<file path="config.mk">
export PLATFORM = sky130hd
export DESIGN_NAME = readout_fmt
export DESIGN_NICKNAME = d
export VERILOG_FILES = /design/src/rtl/rmf_pkg.sv /design/src/rtl/rmf_mode_ctrl.sv /design/src/rtl/rmf_idle_gen.sv /design/src/rtl/rmf_data_lane.sv /design/src/rtl/rmf_sync_lane.sv /design/src/rtl/readout_fmt.sv
export SDC_FILE = /design/constraint.sdc
export NUM_CORES = 1
export LEC_CHECK = 0
export ABC_AREA = 0
export BUFFER_PORTS_ARGS = -buffer_cell sky130_fd_sc_hd__buf_2
export CAP_MARGIN = 20
export CORE_UTILIZATION = 40
export CTS_BUF_LIST = sky130_fd_sc_hd__clkbuf_2 sky130_fd_sc_hd__clkbuf_4 sky130_fd_sc_hd__clkbuf_8
export DETAILED_ROUTE_END_ITERATION = 12
export GPL_TIMING_DRIVEN = 1
export PLACE_DENSITY = 0.89
export REMOVE_ABC_BUFFERS = 1
export SYNTH_ARGS = -nofsm -noshare
export SYNTH_HDL_FRONTEND = slang
export SYNTH_SLANG_ARGS = --single-unit
</file>
<file path="constraint.sdc">
create_clock -name clk -period 1.59 [get_ports clk]
set_clock_uncertainty 0.1 [all_clocks]
set_input_delay 0.0795 -clock clk [delete_from_list [all_inputs] [get_ports clk]]
set_output_delay 0.0795 -clock clk [all_outputs]
set_load 0.03 [all_outputs]
</file>
<file path="src/rtl/rmf_pkg.sv">
package rmf_pkg;

    typedef enum logic [1:0] {
        MODE_NORMAL = 2'd0,
        MODE_TEST   = 2'd1,
        MODE_TRAIN  = 2'd2
    } mode_e;

    typedef struct packed {
        logic valid;
        logic first;
        logic last;
        logic sof;
        logic eof;
    } slot_t;

    function automatic mode_e decode_mode(input logic train_en, input logic bypass);
        if (!bypass)       return MODE_NORMAL;
        else if (train_en) return MODE_TRAIN;
        else               return MODE_TEST;
    endfunction

    function automatic logic slot_opens_frame(input slot_t s);
        return s.valid && s.first && s.sof;
    endfunction

    function automatic logic slot_closes_frame(input slot_t s);
        return s.valid && s.last && s.eof;
    endfunction

endpackage

</file>
<file path="src/rtl/rmf_mode_ctrl.sv">
module rmf_mode_ctrl
    import rmf_pkg::*;
(
    input  logic  clk,
    input  logic  rst,
    input  logic  train_en,
    input  logic  bypass,
    input  slot_t slot,
    output mode_e mode,
    output logic  frame_active
);
    mode_e cfg_mode;
    mode_e held_q;
    logic  active_q;

    assign cfg_mode     = decode_mode(train_en, bypass);
    assign mode         = active_q ? held_q : cfg_mode;
    assign frame_active = active_q;

    always_ff @(posedge clk) begin
        if (rst) begin
            held_q   <= MODE_NORMAL;
            active_q <= 1'b0;
        end else begin
            if (!active_q) begin
                held_q <= cfg_mode;
            end
            if (active_q) begin
                active_q <= !slot_closes_frame(slot);
            end else begin
                active_q <= slot_opens_frame(slot) && !slot_closes_frame(slot);
            end
        end
    end
endmodule

</file>
<file path="src/rtl/rmf_idle_gen.sv">
module rmf_idle_gen #(
    parameter int W = 10
) (
    input  logic         clk,
    input  logic         rst,
    input  logic [W-1:0] idle_a,
    input  logic [W-1:0] idle_b,
    output logic [W-1:0] idle_word
);
    logic phase_q;

    always_ff @(posedge clk) begin
        if (rst) phase_q <= 1'b0;
        else     phase_q <= ~phase_q;
    end

    assign idle_word = phase_q ? idle_b : idle_a;
endmodule

</file>
<file path="src/rtl/rmf_data_lane.sv">
module rmf_data_lane
    import rmf_pkg::*;
#(
    parameter int W = 10
) (
    input  logic         clk,
    input  logic         rst,
    input  mode_e        mode,
    input  logic         valid,
    input  logic [W-1:0] idle_word,
    input  logic [W-1:0] adc_word,
    input  logic [W-1:0] test_word,
    output logic [W-1:0] lane_word
);
    logic [W-1:0] next_word;

    always_comb begin
        next_word = idle_word;
        if (mode != MODE_TRAIN && valid) begin
            next_word = (mode == MODE_TEST) ? test_word : adc_word;
        end
    end

    always_ff @(posedge clk) begin
        if (rst) lane_word <= '0;
        else     lane_word <= next_word;
    end
endmodule

</file>
<file path="src/rtl/rmf_sync_lane.sv">
module rmf_sync_lane
    import rmf_pkg::*;
#(
    parameter int W = 10
) (
    input  logic         clk,
    input  logic         rst,
    input  mode_e        mode,
    input  slot_t        slot,
    input  logic [W-1:0] idle_word,
    input  logic [W-1:0] kw_fs,
    input  logic [W-1:0] kw_ls,
    input  logic [W-1:0] kw_body,
    input  logic [W-1:0] kw_le,
    input  logic [W-1:0] kw_fe,
    output logic [W-1:0] lane_word
);
    logic [W-1:0] next_word;

    always_comb begin
        next_word = idle_word;
        if (mode != MODE_TRAIN && slot.valid) begin
            if (slot.first)     next_word = slot.sof ? kw_fs : kw_ls;
            else if (slot.last) next_word = slot.eof ? kw_fe : kw_le;
            else                next_word = kw_body;
        end
    end

    always_ff @(posedge clk) begin
        if (rst) lane_word <= '0;
        else     lane_word <= next_word;
    end
endmodule

</file>
<file path="src/rtl/readout_fmt.sv">
module readout_fmt
    import rmf_pkg::*;
#(
    parameter int NCH = 4,
    parameter int W   = 10
) (
    input  logic             clk,
    input  logic             rst,
    input  logic             cfg_train_en,
    input  logic             cfg_bypass,
    input  logic [W-1:0]     cfg_idle_a,
    input  logic [W-1:0]     cfg_idle_b,
    input  logic [W-1:0]     cfg_test_word,
    input  logic [W-1:0]     cfg_kw_fs,
    input  logic [W-1:0]     cfg_kw_ls,
    input  logic [W-1:0]     cfg_kw_body,
    input  logic [W-1:0]     cfg_kw_le,
    input  logic [W-1:0]     cfg_kw_fe,
    input  logic             seq_valid,
    input  logic             seq_first,
    input  logic             seq_last,
    input  logic             seq_sof,
    input  logic             seq_eof,
    input  logic [NCH*W-1:0] adc_words,
    output logic [W-1:0]     sync_word,
    output logic [NCH*W-1:0] data_words
);
    localparam int BUS_W = NCH * W;

    slot_t        slot;
    mode_e        eff_mode;
    logic         frame_act;
    logic [W-1:0] idle_word;

    assign slot = '{valid: seq_valid, first: seq_first, last: seq_last,
                    sof: seq_sof, eof: seq_eof};

    rmf_mode_ctrl u_mode (
        .clk          (clk),
        .rst          (rst),
        .train_en     (cfg_train_en),
        .bypass       (cfg_bypass),
        .slot         (slot),
        .mode         (eff_mode),
        .frame_active (frame_act)
    );

    rmf_idle_gen #(.W(W)) u_idle (
        .clk       (clk),
        .rst       (rst),
        .idle_a    (cfg_idle_a),
        .idle_b    (cfg_idle_b),
        .idle_word (idle_word)
    );

    rmf_sync_lane #(.W(W)) u_sync (
        .clk       (clk),
        .rst       (rst),
        .mode      (eff_mode),
        .slot      (slot),
        .idle_word (idle_word),
        .kw_fs     (cfg_kw_fs),
        .kw_ls     (cfg_kw_ls),
        .kw_body   (cfg_kw_body),
        .kw_le     (cfg_kw_le),
        .kw_fe     (cfg_kw_fe),
        .lane_word (sync_word)
    );

    logic [BUS_W-1:0] lanes;

    for (genvar i = 0; i < NCH; i++) begin : g_lane
        rmf_data_lane #(.W(W)) u_lane (
            .clk       (clk),
            .rst       (rst),
            .mode      (eff_mode),
            .valid     (seq_valid),
            .idle_word (idle_word),
            .adc_word  (adc_words[i*W +: W]),
            .test_word (cfg_test_word),
            .lane_word (lanes[i*W +: W])
        );
    end

    assign data_words = lanes;
endmodule

</file>
==> results of run 1 <==
cells by family after synthesis:
| group | Yosys count |
|---|---|
| buffers and inverters | 15 |
| flip-flops | 54 |
| AO/OA/AOI/OAI | 96 |
| multiplexers | 30 |
| AND/OR/NAND/NOR | 58 |
path summary, 6_finish.rpt:
kind,from,endpoint,slack (ns)
setup / recovery,u_mode.frame_active,g_lane[1].u_lane.lane_word[9],0.07
hold / removal,cfg_bypass,u_mode.held_q[1],0.04
setup reg to reg,u_mode.frame_active,g_lane[1].u_lane.lane_word[9],0.07
hold reg to reg,u_mode.frame_active,u_mode.held_q[1],0.43
sequential cells by signal (all words and copies together), names as in the netlist:
register                 count
g_lane.u_lane.lane_word     40
u_mode.held_q                2
u_idle.phase_q               1
u_sync.lane_word            10
u_mode.frame_active          1
worst max-delay path, cell delays in order (launching register included):
cell	delay (ns)
dfxtp_1	0.35
or3b_4	0.44
o21a_1	0.17
buf_12	0.18
nand2_1	0.08
a21oi_1	0.07
synth_stat cells, drive strengths merged:
cell / instances
a211oi: 10
a21o: 10
a21oi: 72
a311oi: 1
a31oi: 1
and3: 1
buf: 9
clkbuf: 6
dfxtp: 54
mux2: 10
mux2i: 20
nand2: 42
nand3: 1
nand3b: 2
nor2: 11
o21a: 1
o21ai: 1
or3b: 1
metrics by stage:
step	TNS [ns]	util	setup slack, ns	area (µm²)
after floorplan	-3.13	-	-0.0782	2190
final	0	0.706	0.0731	3870
after global placement	0	0.589	0.117	3230
after detailed placement	0	0.589	0.0716	3230
after CTS	0	0.689	0.0589	3770
after global routing	0	0.706	0.00580	3870
power breakdown:
group | internal [mW] | switching, mW
logic | 0.426 | 0.602
clock network | 0.339 | 0.407
registers | 1.47 | 0.0350
layout make-up:
type	instances	area share
multi-input cells	184	0.294
repair buffers	235	0.382
flip-flops and latches	54	0.280
well taps	72	0.0233
clock buffers	7	0.0217
routing by layer:
metal / part of all wire / vias to the layer above / GRT usage / routed length, µm
li1: - / 1347 / - / -
met1: 0.36 / 1320 / 0.302 / 3260
met2: 0.53 / 182 / 0.531 / 4800
met3: 0.077 / 25 / 0.0500 / 695
met4: 0.026 / 0 / 0.121 / 230
met5: 0 / - / 0 / 0
repair_timing:
action / 4_1_cts / 5_1_grt
hold endpoints to repair: 41 / 7
setup buffers: 0 / 1
hold buffers: 46 / 5
gates resized for setup: 0 / 7
setup endpoints to repair: 0 / 19
==> results summary, run 1 <==
The run finished with clean final reports. The xor/xnor share of the synthesized area is 0. The leakage power came out at ~2.0 nW. The effective utilization at floorplan is 0.414.

The number of cells in the finished layout apart from fillers came out at between 500 and 600. Routability-driven placement finished with a final weighted congestion of between 0.7 and 0.8. The I/O pin total is ~180. The part of the Yosys area used for sequential elements is 0.477. The final number of max-transition violations is 0. The number of clock buffers added by TritonCTS is 5. The area fraction of the dominant cell type after synthesis is 0.477. The post-synthesis to final-layout area growth is 70.7%. The largest total area in the synthesized netlist belongs to dfxtp_1. The total number of vias came out at approximately 2900. The die boundary width came out at roughly 77 µm. Clock tree synthesis selected as its root buffer the cell clkbuf_8. The total core area came out at roughly 0.0055 mm². The clock tree from TritonCTS is done. The worst endpoint data arrival time is between 1.5 and 2 ns. The number of clock sinks came out at 54. The number of warnings issued by yosys is 0. The library cell used most frequently in the layout, excluding fill and tap cells, is buf_2. After synthesis, the largest family of logic cells by area is compound AO/OA/AOI/OAI gates.

The worst setup path is captured at a register. The min-delay analysis places its worst path in the category in -> reg. The total number of H-tree levels came out at 2. The average wire per standard cell is around 16 µm. The maximum net fanout on the critical path came out at 24. The depth of the worst register-to-register path is 5. Across the VDD grid, the largest voltage drop is 0.579 mV. The data required time of the worst path is about 1.7 ns. Sorting the synthesized cells by area gives the leading types as dfxtp_1, a21oi_1, mux2i_1. The number of input and output port buffers inserted is 178.

The placed cell count is roughly 500. The total design power is 3.28 mW. The die height is between 70 and 80 µm. Summed over all nets, the half-perimeter wirelength after detailed placement is between 5 and 6 mm.

After clock tree synthesis, the clock-pin slew on the worst setup and hold paths is ~0.090 ns. The net total in the final layout came out at roughly 610. The final setup violation count is 0. The setup path with the least slack is of type reg -> reg. The count of maximum capacitance violations is 0. STA classifies the critical path startpoint as a register. The count of final hold-check violations came to 0. The instance count along the most critical hold path is 3. The maximum number of pins on one net before global-route repair is 25. The post-route clock period utilization came out at 0.954. After global routing the overflow that remains totals 0. Based on the critical path, the design can be clocked at up to 659 MHz. The multi-input combinational cells in the finished layout cover a total of roughly 0.0011 mm². In this run the power density over the cells is around 850 mW/mm².

In this run the tightest slew margin relative to its limit is 0.633. In the final layout, the share of cells above drive strength 1 is 0.444. The number of standard-cell rows in the floorplan came out at 27.

The number of antenna violations at the first check in global routing came to 0. A synthesized cell averages 8.95 µm². The number of DRC markers in iteration 0 came out at about 150.

In the layout the commonest cells are buf_2, a21oi_1, dfxtp_1. The count of distinct cell types in the synthesized netlist is 20. The number of global-route vias before repair came out at around 2800. Across all hold checks on the routed design, the worst slack comes to between 0.03 and 0.04 ns. The post-detailed-routing wire length is 8.99 mm. The total iterations of the first detailed-routing run is 5.

The post-synthesis share of cell area spent on and, or, nand and nor gates is 0.104. Measured against the total synthesized area, the mux share comes to 0.138. The shortest period the worst path allows came out at approximately 1.5 ns. The number of inserted filler cells in the final layout is ~440. The via density per instance is roughly 5.2. The clock passes through at most 2 buffers.

The clock latency on the worst-skew pair is between 0.2 and 0.3 ns. The cell count after synthesis came out at approximately 250. Of the total synthesized cell area, the portion taken by full adders, half adders and majority gates is 0.

The post-detailed-route DRC marker count came out at 0. The first-pass GRT wire length came out at between 10 and 15 mm. The die outline area came out at ~0.0060 mm². The pin slew with the least headroom to its limit came out at about 0.55 ns. The share of the synthesized area in compound gates (AO/OA/AOI/OAI) came out at 0.249. Synthesis inferred between 50 and 60 register bits. The count of nets left with antenna violations once routing finished came out at 0. The repair_antennas step left the layout with diodes totalling 0. Setup repair after global routing left no endpoint under its margin. The synthesized netlist occupies a cell area of roughly 0.0023 mm². In the global route stage, overall resource usage came out at 0.281. The register area is 0.00108 mm².
(Power assumes the default switching activity.)
==> inputs of run 2 (changes only) <==
--- a/config.mk
+++ b/config.mk
@@ -7,13 +7,13 @@
 export LEC_CHECK = 0
 export ABC_AREA = 0
 export BUFFER_PORTS_ARGS = -buffer_cell sky130_fd_sc_hd__buf_2
-export CAP_MARGIN = 20
 export CORE_UTILIZATION = 40
 export CTS_BUF_LIST = sky130_fd_sc_hd__clkbuf_2 sky130_fd_sc_hd__clkbuf_4 sky130_fd_sc_hd__clkbuf_8
 export DETAILED_ROUTE_END_ITERATION = 12
 export GPL_TIMING_DRIVEN = 1
-export PLACE_DENSITY = 0.89
+export PLACE_DENSITY = 0.81
 export REMOVE_ABC_BUFFERS = 1
+export SKIP_LAST_GASP = 1
 export SYNTH_ARGS = -nofsm -noshare
 export SYNTH_HDL_FRONTEND = slang
 export SYNTH_SLANG_ARGS = --single-unit
==> run 2 against run 1 <==
  * Non-clock buffer count increased by 3
  * Sequential cell count is the same
  * Critical path depth unchanged
  * Final cell count up 0.72%
  * Register-to-register slack improved by 0.02 ns
  * Clock power rose by 6.2%
  * Clock-buffer cell count is the same
  * Critical endpoint is now g_lane[3].u_lane.lane_word[4]
  * Setup slack gained 0.017 ns
  * Sequential power about the same
  * Cell area increased by 0.39%
==> results summary, run 2 (synthesis gave the netlist of run 1 again) <==
The run finished with clean final reports. The maximum count of clock buffers along a single path is 2 (unchanged). The number of standard-cell rows in the floorplan is 27 (unchanged).

The post-detailed-placement half-perimeter wirelength came out at 5.43 mm (-2.6%). The die boundary width came out at 77.2 µm (unchanged). The instance count along the most critical hold path is 3 (unchanged). The total iterations of the first detailed-routing run came out at 4 (-1). The cell area after placement was 0.00324 mm² (+0.31%). The clock latency on the worst-skew pair is 0.30 ns (about the same). The worst hold path begins at cfg_train_en. The I/O pin total came out at 179 (unchanged). The count of final hold-check violations is 0 (unchanged). The worst endpoint data arrival time is 1.58 ns (about the same). The depth of the worst register-to-register path is 5 (unchanged). The number of buffers and inverters on the critical path is 1 (unchanged). The shortest period the worst path allows is 1.50 ns (-0.0168 ns). The placed cell count is 496 (+0.61%). The number of global-route vias before repair came out at 2629 (-6.7%). The worst slew margin relative to its limit came out at 0.676 (+0.0432). The power density normalized to cell area is 853 mW/mm² (+0.54%).

The final estimated routing congestion in global placement is 0.775 (+4.9%). The library cell used most frequently in the layout, excluding fill and tap cells, is buf_2. The number of cells in the finished layout apart from fillers came out at 556 (+0.72%). The first-pass GRT wire length came out at 12.2 mm (-6.4%).

The final number of max-transition violations came out at 0 (unchanged). The critical path's top delay family is simple AND/OR/NAND/NOR gates. In this run the worst hold path is classified as in -> reg. The count of antenna diodes in the layout came out at 0 (unchanged).

The post-detailed-route DRC marker count came out at 0 (unchanged). The via density per instance is 5.02 (-3.6%). The maximum net fanout on the critical path came out at 20 (-17%).

The number of DRC markers in iteration 0 came out at 126 (-14%). The register-to-register setup slack came to 0.09 ns (+0.02 ns). The register area came out at 0.00108 mm² (+0.12%).

The number of inserted filler cells in the final layout came out at 465 (+4.7%). The maximum operating frequency came to 667 MHz (+1.1%). The total number of H-tree levels was 2 (unchanged).

The largest registers in the layout are g_lane.u_lane.lane_word x40, u_sync.lane_word x10, u_mode.held_q x2. The start-to-end type of the worst setup path is reg -> reg. In the layout the commonest cells are buf_2, a21oi_1, dfxtp_1.

The total core area came out at 0.00547 mm² (unchanged). Compared with the post-synthesis result, the final layout area differs by 71.4%. The leakage power came out at 2.01 nW (+0.74%). The sort of element at the start of the critical path is a register.

The slowest cell on the critical path is or3b_4. The data required time of the worst path was 1.67 ns (about the same). The die height is 77.2 µm (unchanged). The number of clock sinks is 54 (unchanged). The number of flip-flops in the largest register came to 40 (unchanged). The CTS root buffer is clkbuf_8.

The net total in the final layout came to 612 (+0.49%). The overall overflow remaining after global route is 0 (unchanged). The post-detailed-routing wire length came out at 8.19 mm (-8.8%). The maximum number of pins on one net before global-route repair is 22 (-12%). The count of maximum capacitance violations was 0 (unchanged). The clock slew seen by the registers of the worst setup and hold paths is 0.09 ns (about the same).

The remaining antenna violation count came out at 0 (unchanged). The fraction of layout instances using a drive strength above 1 came out at 0.448 (+0.00460). The critical path goes through or3b_4 > o21a_1 > buf_4 > nand2_1 > a21oi_1.

The startpoint identified for the worst register-to-register timing path is u_mode.frame_active. The global-route usage over all layers came out at 0.268 (-0.0135). Setup repair after global routing left no endpoint under its margin.

The post-route clock period utilization is 0.943 (-0.0105). The final setup violation count is 0 (unchanged). The highest cell delay on the worst timing path came out at 0.43 ns (about the same). The area of all placed cells without fillers came out at 0.00388 mm² (+0.39%). Ranked by flip-flop count, first place goes to g_lane.u_lane.lane_word. The die outline area came out at 0.00597 mm² (unchanged). The number of input and output port buffers inserted is 178 (unchanged). The total number of vias is 2791 (-2.9%). The total area of multi-input combinational cells is 0.00113 mm² (-0.33%). The final-layout worst hold slack was 0.0172 ns (-0.0209 ns). The average wire per standard cell is 14.7 µm (-9.5%). The destination of the worst register-to-register timing path is g_lane[3].u_lane.lane_word[4].

The effective utilization at floorplan was 0.414 (unchanged). The pin slew with the least headroom to its limit is 0.485 ns (-0.0648 ns). TritonCTS built the clock tree. The worst-case hold path end point is u_mode.held_q[0]. The worst setup path is captured at a register. The worst vdd rail ir drop came to 0.513 mV (-11%). The number of antenna violations at the first check in global routing was 0 (unchanged). The CTS buffer count is 5 (unchanged).
-- run 2: cell count changes in the layout (fill, tap and decap cells not counted) --
| cell | before | now |
|---|---|---|
| buf_6 | 1 | 0 |
| a21oi_2 | 10 | 9 |
| clkbuf_8 | 5 | 6 |
| buf_12 | 2 | 1 |
| dfxtp_1 | 54 | 53 |
| a21oi_1 | 62 | 63 |
| clkinv_2 | 0 | 1 |
| clkbuf_4 | 2 | 1 |
| buf_4 | 3 | 8 |
| dfxtp_2 | 0 | 1 |
-- run 2: worst max-delay path by stage --
| stage | start | end | slack (ns) | cells after the start |
|---|---|---|---|---|
| after floorplan | u_mode.frame_active | g_lane[0].u_lane.lane_word[0] | -0.08 | 4 |
| after global placement | u_mode.frame_active | g_lane[3].u_lane.lane_word[5] | 0.11 | 4 |
| after detailed placement | u_mode.frame_active | g_lane[2].u_lane.lane_word[8] | 0.05 | 4 |
| after CTS | u_mode.frame_active | g_lane[3].u_lane.lane_word[5] | 0.03 | 4 |
| after global routing | u_mode.frame_active | g_lane[2].u_lane.lane_word[0] | 0.005 | 5 |
| final | u_mode.frame_active | g_lane[3].u_lane.lane_word[4] | 0.09 | 5 |
-- run 2: cell type report --
class                      count  share of cell area
timing repair buffer         238               0.382
multi-input combinational    184               0.292
sequential                    54               0.279
clock buffer                   7              0.0232
tap                           72              0.0232
clock inverter                 1             0.00129
-- run 2: where the power goes --
part           switching (mW)  leakage, nW  internal, mW
Clock                   0.423       0.0517         0.369
Combinational           0.586         1.51         0.427
Sequential             0.0343        0.451          1.47
Total                    1.04         2.01          2.27
-- run 2: per-layer routing --
layer  vias to the layer above  GRT usage  wire [µm]
met2                       151      0.484       4190
met4                         0      0.102        199
li1                       1360          -          -
met5                         -          0          0
met3                        24     0.0548        641
met1                      1256      0.306       3160
-- run 2: worst reg2reg max path, delay by kind of cell, from the launching register on --
family	cells	cell delay (ns)
buffers and inverters	1	0.20
AND/OR/NAND/NOR	2	0.52
AO/OA/AOI/OAI	2	0.21
flip-flops	1	0.35
-- run 2: timing repair --
item / CTS / global route
setup endpoints to repair: 0 / 30
buffers inserted: 0 / 1
hold buffers: 48 / 3
hold endpoints to repair: 41 / 5
resized for setup: 0 / 6
-- run 2: stage by stage --
step	setup TNS (ns)	setup slack, ns	power, mW	utilization
3_3_place_gp	0	0.108	2.41	0.591
4_1_cts	0	0.0311	3.31	0.696
5_1_grt	0	0.00463	3.47	0.709
2_1_floorplan	-3.13	-0.0782	2.03	-
3_5_place_dp	0	0.0499	2.43	0.591
6_report	0	0.0899	3.31	0.709
